==> src/rtl/sgram_cmd_pkg.sv <==
package sgram_cmd_pkg;
  localparam int ROW_W  = 10;
  localparam int COL_W  = 8;
  localparam int BANKS  = 2;
  localparam int BANK_W = $clog2(BANKS);

  typedef enum logic [3:0] {
    CMD_MRS  = 4'b0000,
    CMD_REF  = 4'b0001,
    CMD_PRE  = 4'b0010,
    CMD_ACT  = 4'b0011,
    CMD_WR   = 4'b0100,
    CMD_RD   = 4'b0101,
    CMD_NOP  = 4'b0111
  } cmdCode_t;

  typedef struct packed {
    logic act;
    logic rd;
    logic wr;
    logic pre;
    logic ref_;
    logic mrs;
    logic ldMask;
    logic ldColor;
    logic illegal;
    logic wrMasked;
    logic wrBlock;
  } cmdStrobe_t;
endpackage

==> src/rtl/sgram_cmd_ctrl.sv <==
module sgram_cmd_ctrl
  import sgram_cmd_pkg::*;
#(
  parameter int BANK_CNT = BANKS,
  parameter int BSEL_W   = BANK_W,
  parameter int ADDR_W   = ROW_W
) (
  input  logic                clk,
  input  logic                rstN,
  input  logic                clkEn,
  input  logic                csN,
  input  logic                rasN,
  input  logic                casN,
  input  logic                weN,
  input  logic                dsf,
  input  logic [ADDR_W-1:0]   addr,
  input  logic [BSEL_W-1:0]   bankSel,
  output cmdStrobe_t          strobeNow,
  output cmdStrobe_t          strobeQ,
  output logic [BANK_CNT-1:0] bankOpen,
  output logic [BANK_CNT-1:0] bankMasked
);
  localparam int PRE_ALL_BIT = ADDR_W - 1;
  localparam int REG_SEL_BIT = 5;

  logic       ckePrev;
  logic [3:0] cmdLines;
  logic       edgeLive;
  logic       targetOpen;

  assign cmdLines   = {csN, rasN, casN, weN};
  assign edgeLive   = ckePrev && !csN;
  assign targetOpen = bankOpen[bankSel];

  always_comb begin
    strobeNow = '0;
    if (edgeLive) begin
      unique case (cmdLines)
        CMD_ACT: strobeNow.act = 1'b1;
        CMD_RD: begin
          strobeNow.rd      = targetOpen;
          strobeNow.illegal = !targetOpen;
        end
        CMD_WR: begin
          strobeNow.wr       = targetOpen;
          strobeNow.illegal  = !targetOpen;
          strobeNow.wrBlock  = targetOpen && dsf;
          strobeNow.wrMasked = targetOpen && !dsf && bankMasked[bankSel];
        end
        CMD_PRE: strobeNow.pre  = 1'b1;
        CMD_REF: strobeNow.ref_ = 1'b1;
        CMD_MRS: begin
          strobeNow.mrs     = !dsf;
          strobeNow.ldColor = dsf && addr[REG_SEL_BIT];
          strobeNow.ldMask  = dsf && !addr[REG_SEL_BIT];
        end
        default: strobeNow = '0;
      endcase
    end
  end

  always_ff @(posedge clk or negedge rstN) begin
    if (!rstN) begin
      ckePrev <= 1'b1;
      strobeQ <= '0;
    end else begin
      ckePrev <= clkEn;
      strobeQ <= strobeNow;
    end
  end

  for (genvar b = 0; b < BANK_CNT; b++) begin : g_bank
    logic hitAct;
    logic hitPre;
    assign hitAct = strobeNow.act && (bankSel == BSEL_W'(b));
    assign hitPre = strobeNow.pre && (addr[PRE_ALL_BIT] || (bankSel == BSEL_W'(b)));
    always_ff @(posedge clk or negedge rstN) begin
      if (!rstN) begin
        bankOpen[b]   <= 1'b0;
        bankMasked[b] <= 1'b0;
      end else if (hitAct) begin
        bankOpen[b]   <= 1'b1;
        bankMasked[b] <= dsf;
      end else if (hitPre) begin
        bankOpen[b]   <= 1'b0;
        bankMasked[b] <= 1'b0;
      end
    end
  end
endmodule

==> src/rtl/sgram_cmd_datapath.sv <==
module sgram_cmd_datapath
  import sgram_cmd_pkg::*;
#(
  parameter int RW     = ROW_W,
  parameter int CW     = COL_W,
  parameter int BSEL_W = BANK_W
) (
  input  logic              clk,
  input  logic              rstN,
  input  cmdStrobe_t        strobeNow,
  input  logic [RW-1:0]     addr,
  input  logic [BSEL_W-1:0] bankSel,
  output logic [RW-1:0]     rowAddr,
  output logic [CW-1:0]     colAddr,
  output logic [BSEL_W-1:0] bankAddr,
  output logic [1:0]        casLatency,
  output logic [2:0]        burstCode,
  output logic              burstInterleave
);
  logic [2:0] latField;
  logic [2:0] lenField;
  logic       latOk;
  logic       lenOk;

  assign latField = addr[6:4];
  assign lenField = addr[2:0];
  assign latOk    = (latField == 3'b010) || (latField == 3'b011);
  assign lenOk    = (lenField[2] == 1'b0) || (lenField == 3'b111);

  always_ff @(posedge clk or negedge rstN) begin
    if (!rstN) begin
      rowAddr  <= '0;
      colAddr  <= '0;
      bankAddr <= '0;
    end else begin
      if (strobeNow.act) begin
        rowAddr  <= addr;
        bankAddr <= bankSel;
      end
      if (strobeNow.rd || strobeNow.wr) begin
        colAddr  <= addr[CW-1:0];
        bankAddr <= bankSel;
      end
    end
  end

  always_ff @(posedge clk or negedge rstN) begin
    if (!rstN) begin
      casLatency      <= 2'd3;
      burstCode       <= 3'b000;
      burstInterleave <= 1'b0;
    end else if (strobeNow.mrs) begin
      burstInterleave <= addr[3];
      if (latOk) casLatency <= latField[1:0];
      if (lenOk) burstCode  <= lenField;
    end
  end
endmodule

==> src/rtl/sgram_cmd_decoder.sv <==
module sgram_cmd_decoder
  import sgram_cmd_pkg::*;
(
  input  logic              clk,
  input  logic              rstN,
  input  logic              clkEn,
  input  logic              csN,
  input  logic              rasN,
  input  logic              casN,
  input  logic              weN,
  input  logic              dsf,
  input  logic [ROW_W-1:0]  addr,
  input  logic [BANK_W-1:0] bankSel,
  output logic              cmdAct,
  output logic              cmdRead,
  output logic              cmdWrite,
  output logic              cmdPre,
  output logic              cmdRef,
  output logic              cmdMrs,
  output logic              loadMask,
  output logic              loadColor,
  output logic              illegalCmd,
  output logic              writeMasked,
  output logic              blockWrite,
  output logic [BANKS-1:0]  bankOpen,
  output logic [BANKS-1:0]  bankMasked,
  output logic [ROW_W-1:0]  rowAddr,
  output logic [COL_W-1:0]  colAddr,
  output logic [BANK_W-1:0] bankAddr,
  output logic [1:0]        casLatency,
  output logic [2:0]        burstCode,
  output logic              burstInterleave
);
  cmdStrobe_t strobeNow;
  cmdStrobe_t strobeQ;

  sgram_cmd_ctrl i_ctrl (
    .clk(clk), .rstN(rstN), .clkEn(clkEn), .csN(csN), .rasN(rasN),
    .casN(casN), .weN(weN), .dsf(dsf), .addr(addr), .bankSel(bankSel),
    .strobeNow(strobeNow), .strobeQ(strobeQ),
    .bankOpen(bankOpen), .bankMasked(bankMasked)
  );

  sgram_cmd_datapath i_datapath (
    .clk(clk), .rstN(rstN), .strobeNow(strobeNow), .addr(addr),
    .bankSel(bankSel), .rowAddr(rowAddr), .colAddr(colAddr),
    .bankAddr(bankAddr), .casLatency(casLatency), .burstCode(burstCode),
    .burstInterleave(burstInterleave)
  );

  assign cmdAct      = strobeQ.act;
  assign cmdRead     = strobeQ.rd;
  assign cmdWrite    = strobeQ.wr;
  assign cmdPre      = strobeQ.pre;
  assign cmdRef      = strobeQ.ref_;
  assign cmdMrs      = strobeQ.mrs;
  assign loadMask    = strobeQ.ldMask;
  assign loadColor   = strobeQ.ldColor;
  assign illegalCmd  = strobeQ.illegal;
  assign writeMasked = strobeQ.wrMasked;
  assign blockWrite  = strobeQ.wrBlock;
endmodule

==> config.mk <==
export PLATFORM = sky130hd
export DESIGN_NAME = sgram_cmd_decoder
export DESIGN_NICKNAME = d
export VERILOG_FILES = /design/src/rtl/sgram_cmd_pkg.sv /design/src/rtl/sgram_cmd_ctrl.sv /design/src/rtl/sgram_cmd_datapath.sv /design/src/rtl/sgram_cmd_decoder.sv
export SDC_FILE = /design/constraint.sdc
export NUM_CORES = 1
export LEC_CHECK = 0
export BUFFER_PORTS_ARGS = -buffer_cell sky130_fd_sc_hd__buf_2
export CAP_MARGIN = 20
export CORE_MARGIN = 2
export CORE_UTILIZATION = 44
export CTS_CLUSTER_SIZE = 30
export DETAILED_ROUTE_END_ITERATION = 7
export GPL_TIMING_DRIVEN = 0
export PLACE_DENSITY = 0.74
export SYNTH_ARGS = -nofsm -noshare
export SYNTH_HDL_FRONTEND = slang
export SYNTH_SLANG_ARGS = --single-unit
export TNS_END_PERCENT = 50
==> constraint.sdc <==
create_clock -name clk -period 1.6 [get_ports clk]
set_clock_uncertainty 0.05 [all_clocks]
set_input_delay 0.16 -clock clk [delete_from_list [all_inputs] [get_ports clk]]
set_output_delay 0.16 -clock clk [all_outputs]
set_load 0.01 [all_outputs]
Yosys cells after proc, flatten, opt, wreduce, memory -nomap -nowiden
Cells that the tools add are included.
{"block": "op_classes", "n_bitwise": 2, "add_sub_neg": 0, "n_mux": 21, "n_shift": 0, "multipliers": 0, "order_cmp": 1, "div_mod_pow": 0, "n_eq_ne": 8, "n_reduce_logical": 26}
{"cell": "$mux W1", "n": 18}
{"cell": "$mux W11", "n": 1}
{"cell": "$logic_and A1 B1 Y1", "n": 10}
{"cell": "$eq A4 B2 Y1 const B", "n": 2}
{"cell": "$eq A4 B3 Y1 const B", "n": 2}
{"cell": "$eq A3 B2 Y1 const B", "n": 2}
{"cell": "$reduce_bool A2 Y1", "n": 3}
{"cell": "$logic_or A1 B1 Y1", "n": 5}
{"cell": "$eq A4 B1 Y1 const B", "n": 1}
{"cell": "$logic_not A1 Y1", "n": 4}
{"cell": "$logic_not A4 Y1", "n": 1}
{"cell": "$reduce_and A2 Y1", "n": 2}
{"cell": "$eq A3 B3 Y1 const B", "n": 1}
{"cell": "$mux W3", "n": 1}
{"cell": "$lt A1 B2 Y1 const B", "n": 1}
{"cell": "$mux W2", "n": 1}
{"cell": "$not A1 Y1", "n": 2}
{"cell": "$reduce_or A2 Y1", "n": 1}
{"block": "totals", "latch_bits": 0, "ff_bits": 41, "n_memories": 0, "mem_bits_rw": 0, "elab_cells": 80, "romBits": 0}

Logic depth before layout (Yosys ltp)
{"block": "depth", "ltp_word": 9, "ltp_mapped": 5, "mapped_depth_nobuf": 3}

By module
A second synthesis with hierarchy kept.
{"block": "hier_totals", "cells_unflattened": 108, "area_unflattened_um2": 1650.3}
{"module": "sgram_cmd_datapath", "area_each_um2": 964.7, "seq_area_each_um2": 628.1, "cells_each": 58, "instances": 1}
{"module": "sgram_cmd_ctrl", "area_each_um2": 685.7, "seq_area_each_um2": 401.6, "cells_each": 50, "instances": 1}

Worst setup path before layout
No wires, ideal clock.
{"block": "synth_path", "kind": "reg-to-reg", "from": "register i_ctrl.ckePrev", "to": "register i_datapath.rowAddr[1]", "arrival_time_ns": 1.530, "setup_time_ns": 0.128, "path_buffers": 1, "slack_ns": -0.107, "stages_incl_launch_ff": 5, "cell_sequence": "dfstp_2 > or3b_1 > nor2_1 > buf_4 > mux2_1"}
{"element": "from (decl)", "line_no": "sgram_cmd_ctrl.sv:26", "rtl": "logic ckePrev;"}
{"element": "from (signal assigned)", "line_no": "sgram_cmd_ctrl.sv:67", "rtl": "ckePrev <= clkEn;"}
{"element": "to (signal assigned)", "line_no": "sgram_cmd_datapath.sv:37", "rtl": "rowAddr <= addr;"}
{"element": "to (decl)", "line_no": "sgram_cmd_datapath.sv:13", "rtl": "output logic [RW-1:0] rowAddr,"}

==> results.toml <==
[floorplan]
start_util_pct = 45.9
die_y_um = 65.8
design.core.area_mm2 = 0.00366
io_pins = 59
num_rows = 22
design.die.area_mm2 = 0.00433
die_x_um = 65.8

[hold_path]
worstHoldPathType = "primary input to register"
hold-path-cell-count = 2

[place]
port_buffers = 57
pre_cts_ws_ns = -0.154
dp_hpwl_um = 2490
gp_congestion = 0.820

[cells_and_area]
final_cell_mix = "buf_2 (58), dfrtp_1 (38), mux2_4 (16)"
final_common_cell = "buf_2"
nets = 203
area_delta_synth_final_pct = 33.6
drive_gt1_share_pct = 53.5
final_util_pct = 61.3
diodes = 0

[routing]
vias = 1184
firstDrtPassIters = 4
post_drt_via_cell_ratio = 5.08
ant_nets = 0
routedWlPerCell_um = 14.7
drc = 0
drt-total-wl_um = 3440
drt_iter0_drc = 64

[global_route]
grt_pass1_vias = 1166
overflow = 0
grt_max_degree = 42
grt_pass1_wl_um = 5620
gr-usage-all-layers_pct = 17.7
antenna_found_initial = 0

[cts]
clock-sinks = 41
cts_tree = "built"
clk_path_buf_depth = 2
clk_latency_ns = 0.29
cts-root-buf = "clkbuf_8"
htreeDepth = 2
cts_buffers = 5
clkTransAtPathRegs_ns = 0.07

[synth]
synth_cells = 117
ys.flop_type = "dfrtp_1"
ys_seq_area_share_pct = 61.3
yosysUniqueCellTypes = 37
synth_area_mm2 = 0.00168
ys_ff_latch = 41
async_flop_share_pct = 100
ys_warn_count = 0
post_synth.cell_area_avg_um2 = 14.4
synth-edff-count = 0
synth_nets = 136

[worst_setup_path]
crit_chain = "or3b_4 -> nor2_4 -> buf_12 -> mux2_4"
crit_path_top_delay_cell = "dfstp_2"
critPathRequiredTime_ns = 1.72
cp-start-kind = "register"
critPathKind = "register to register"
max_stage_delay_ns = 0.57
cp_max_fo = 10
ff2ff_path_depth = 4
end_kind = "register"
cp_data_arrival_time_ns = 1.86

[timing]
tightest_slew_ns = 0.886
finalSetupTns_ns = -1.43
post-route-worst-setup-slack_ns = -0.131
setup_violations = 19
period_share_pct = 108
period_needed_ns = 1.73
slew_viol_final = 0
rsz0062_at_grt = "yes"
relSlewSlack_pct = 40.9
hold_violations = 0
fmax_ghz = 0.578

[outcome]
status = "finished, violations left"
violations = "negative setup slack"

[job]
maxCapViolCount = 0

[power_and_ir_drop]
power.leakage_nw = 1.14
powerDensity_mw_per_mm2 = 1260
ir_drop_v = 0.000668
-- layer usage --
layer / global-route usage (%) / routed length [um] / up-vias / part of all wire (%)
met4: 5.73 / 45 / 0 / 1.3
met5: 0 / 0 / - / 0
met1: 23.2 / 1560 / 584 / 46
met3: 5.96 / 266 / 5 / 7.7
met2: 27.8 / 1560 / 45 / 45
li1: - / - / 550 / -
-- cells by family after synthesis --
logic type	Yosys count	synth area share (%)
DFF	41	61.3
and+or+nand+nor	34	14.6
muxes	23	16.6
AOI/OAI and AO/OA	12	4.92
buffers and inverters	7	2.53
-- power breakdown --
| part | total (mW) | leakage [nW] | internal [mW] | switching, mW |
|---|---|---|---|---|
| combinational | 0.646 | 0.565 | 0.355 | 0.291 |
| clock | 0.844 | 0.0585 | 0.508 | 0.336 |
| sequential | 1.33 | 0.514 | 1.23 | 0.103 |
| total | 2.82 | 1.14 | 2.09 | 0.729 |
-- Yosys cell counts, types with 2 or more instances --
master      n  area, um2
dfrtp_1    38        951
mux2_1     13        146
nor2_1     10       37.5
mux2_4      6       90.1
dfstp_2     3       78.8
inv_1       3       11.3
nor2b_1     3       18.8
o21ai_0     3       15.0
o2bb2ai_1   3       26.3
a31oi_1     2       12.5
buf_4       2       15.0
mux2_2      2       22.5
mux2i_1     2       20.0
nand2b_1    2       12.5
nand3_1     2       10.0
nand4bb_1   2       22.5
-- critical path: cells and delay by family, from the launching register on --
kind / cells / cell delay (ns)
buffers and inverters: 1 / 0.16
DFF: 1 / 0.57
muxes: 1 / 0.30
and+or+nand+nor: 2 / 0.54
-- per-stage QoR --
| step | hold WS, ns | total power [mW] | area [um2] | std cells |
|---|---|---|---|---|
| final | 0.0473 | 2.82 | 2240 | 233 |
| after global routing | 0.0463 | 2.97 | 2240 | 233 |
| after CTS | 0.0432 | 2.85 | 2240 | 233 |
| after detailed placement | 0.217 | 1.99 | 2070 | 222 |
| after global placement | 0.215 | 1.96 | 2070 | 222 |
| after floorplan | -0.186 | 1.70 | 1730 | 117 |
-- final timing paths --
kind	from	to	slack, ns
max	i_ctrl.ckePrev	i_datapath.rowAddr[7]	-0.13
min	addr[8]	i_datapath.rowAddr[8]	0.05
max reg2reg	i_ctrl.ckePrev	i_datapath.rowAddr[7]	-0.13
min reg2reg	i_datapath.colAddr[7]	i_datapath.colAddr[7]	0.44
max in group asynchronous	rstN	i_datapath.rowAddr[0]	0.47
min in group asynchronous	rstN	i_datapath.rowAddr[1]	0.47
-- final cells by class --
cell class	instances	area [um2]
Inverter	3	11.3
Multi-Input combinational cell	69	661
Sequential cell	41	1030
Tap cell	48	60.1
Clock buffer	7	86.3
Clock inverter	1	30.0
Fill cell	308	1420
Timing Repair Buffer	60	313
Buffer	4	52.6
-- sequential cells by signal (all words and copies together) (netlist names) --
register and flops:
i_ctrl.strobeQ 11, i_datapath.rowAddr 10, i_datapath.colAddr 8, i_datapath.burstCode 3, i_ctrl.bankMasked 2, i_ctrl.bankOpen 2
i_datapath.casLatency 2, i_ctrl.ckePrev 1, i_datapath.bankAddr 1, i_datapath.burstInterleave 1
-- timing repair --
action | 4_1_cts | 5_1_grt
pin swaps | 1 | 0
resized for setup | 6 | 0
setup endpoints to repair | 18 | 20
buffers inserted | 1 | 0
hold endpoints to repair | 39 | 0
gates cloned | 0 | 0
hold buffers | 2 | 0
Note: power is estimated with default switching activity, not from simulation.
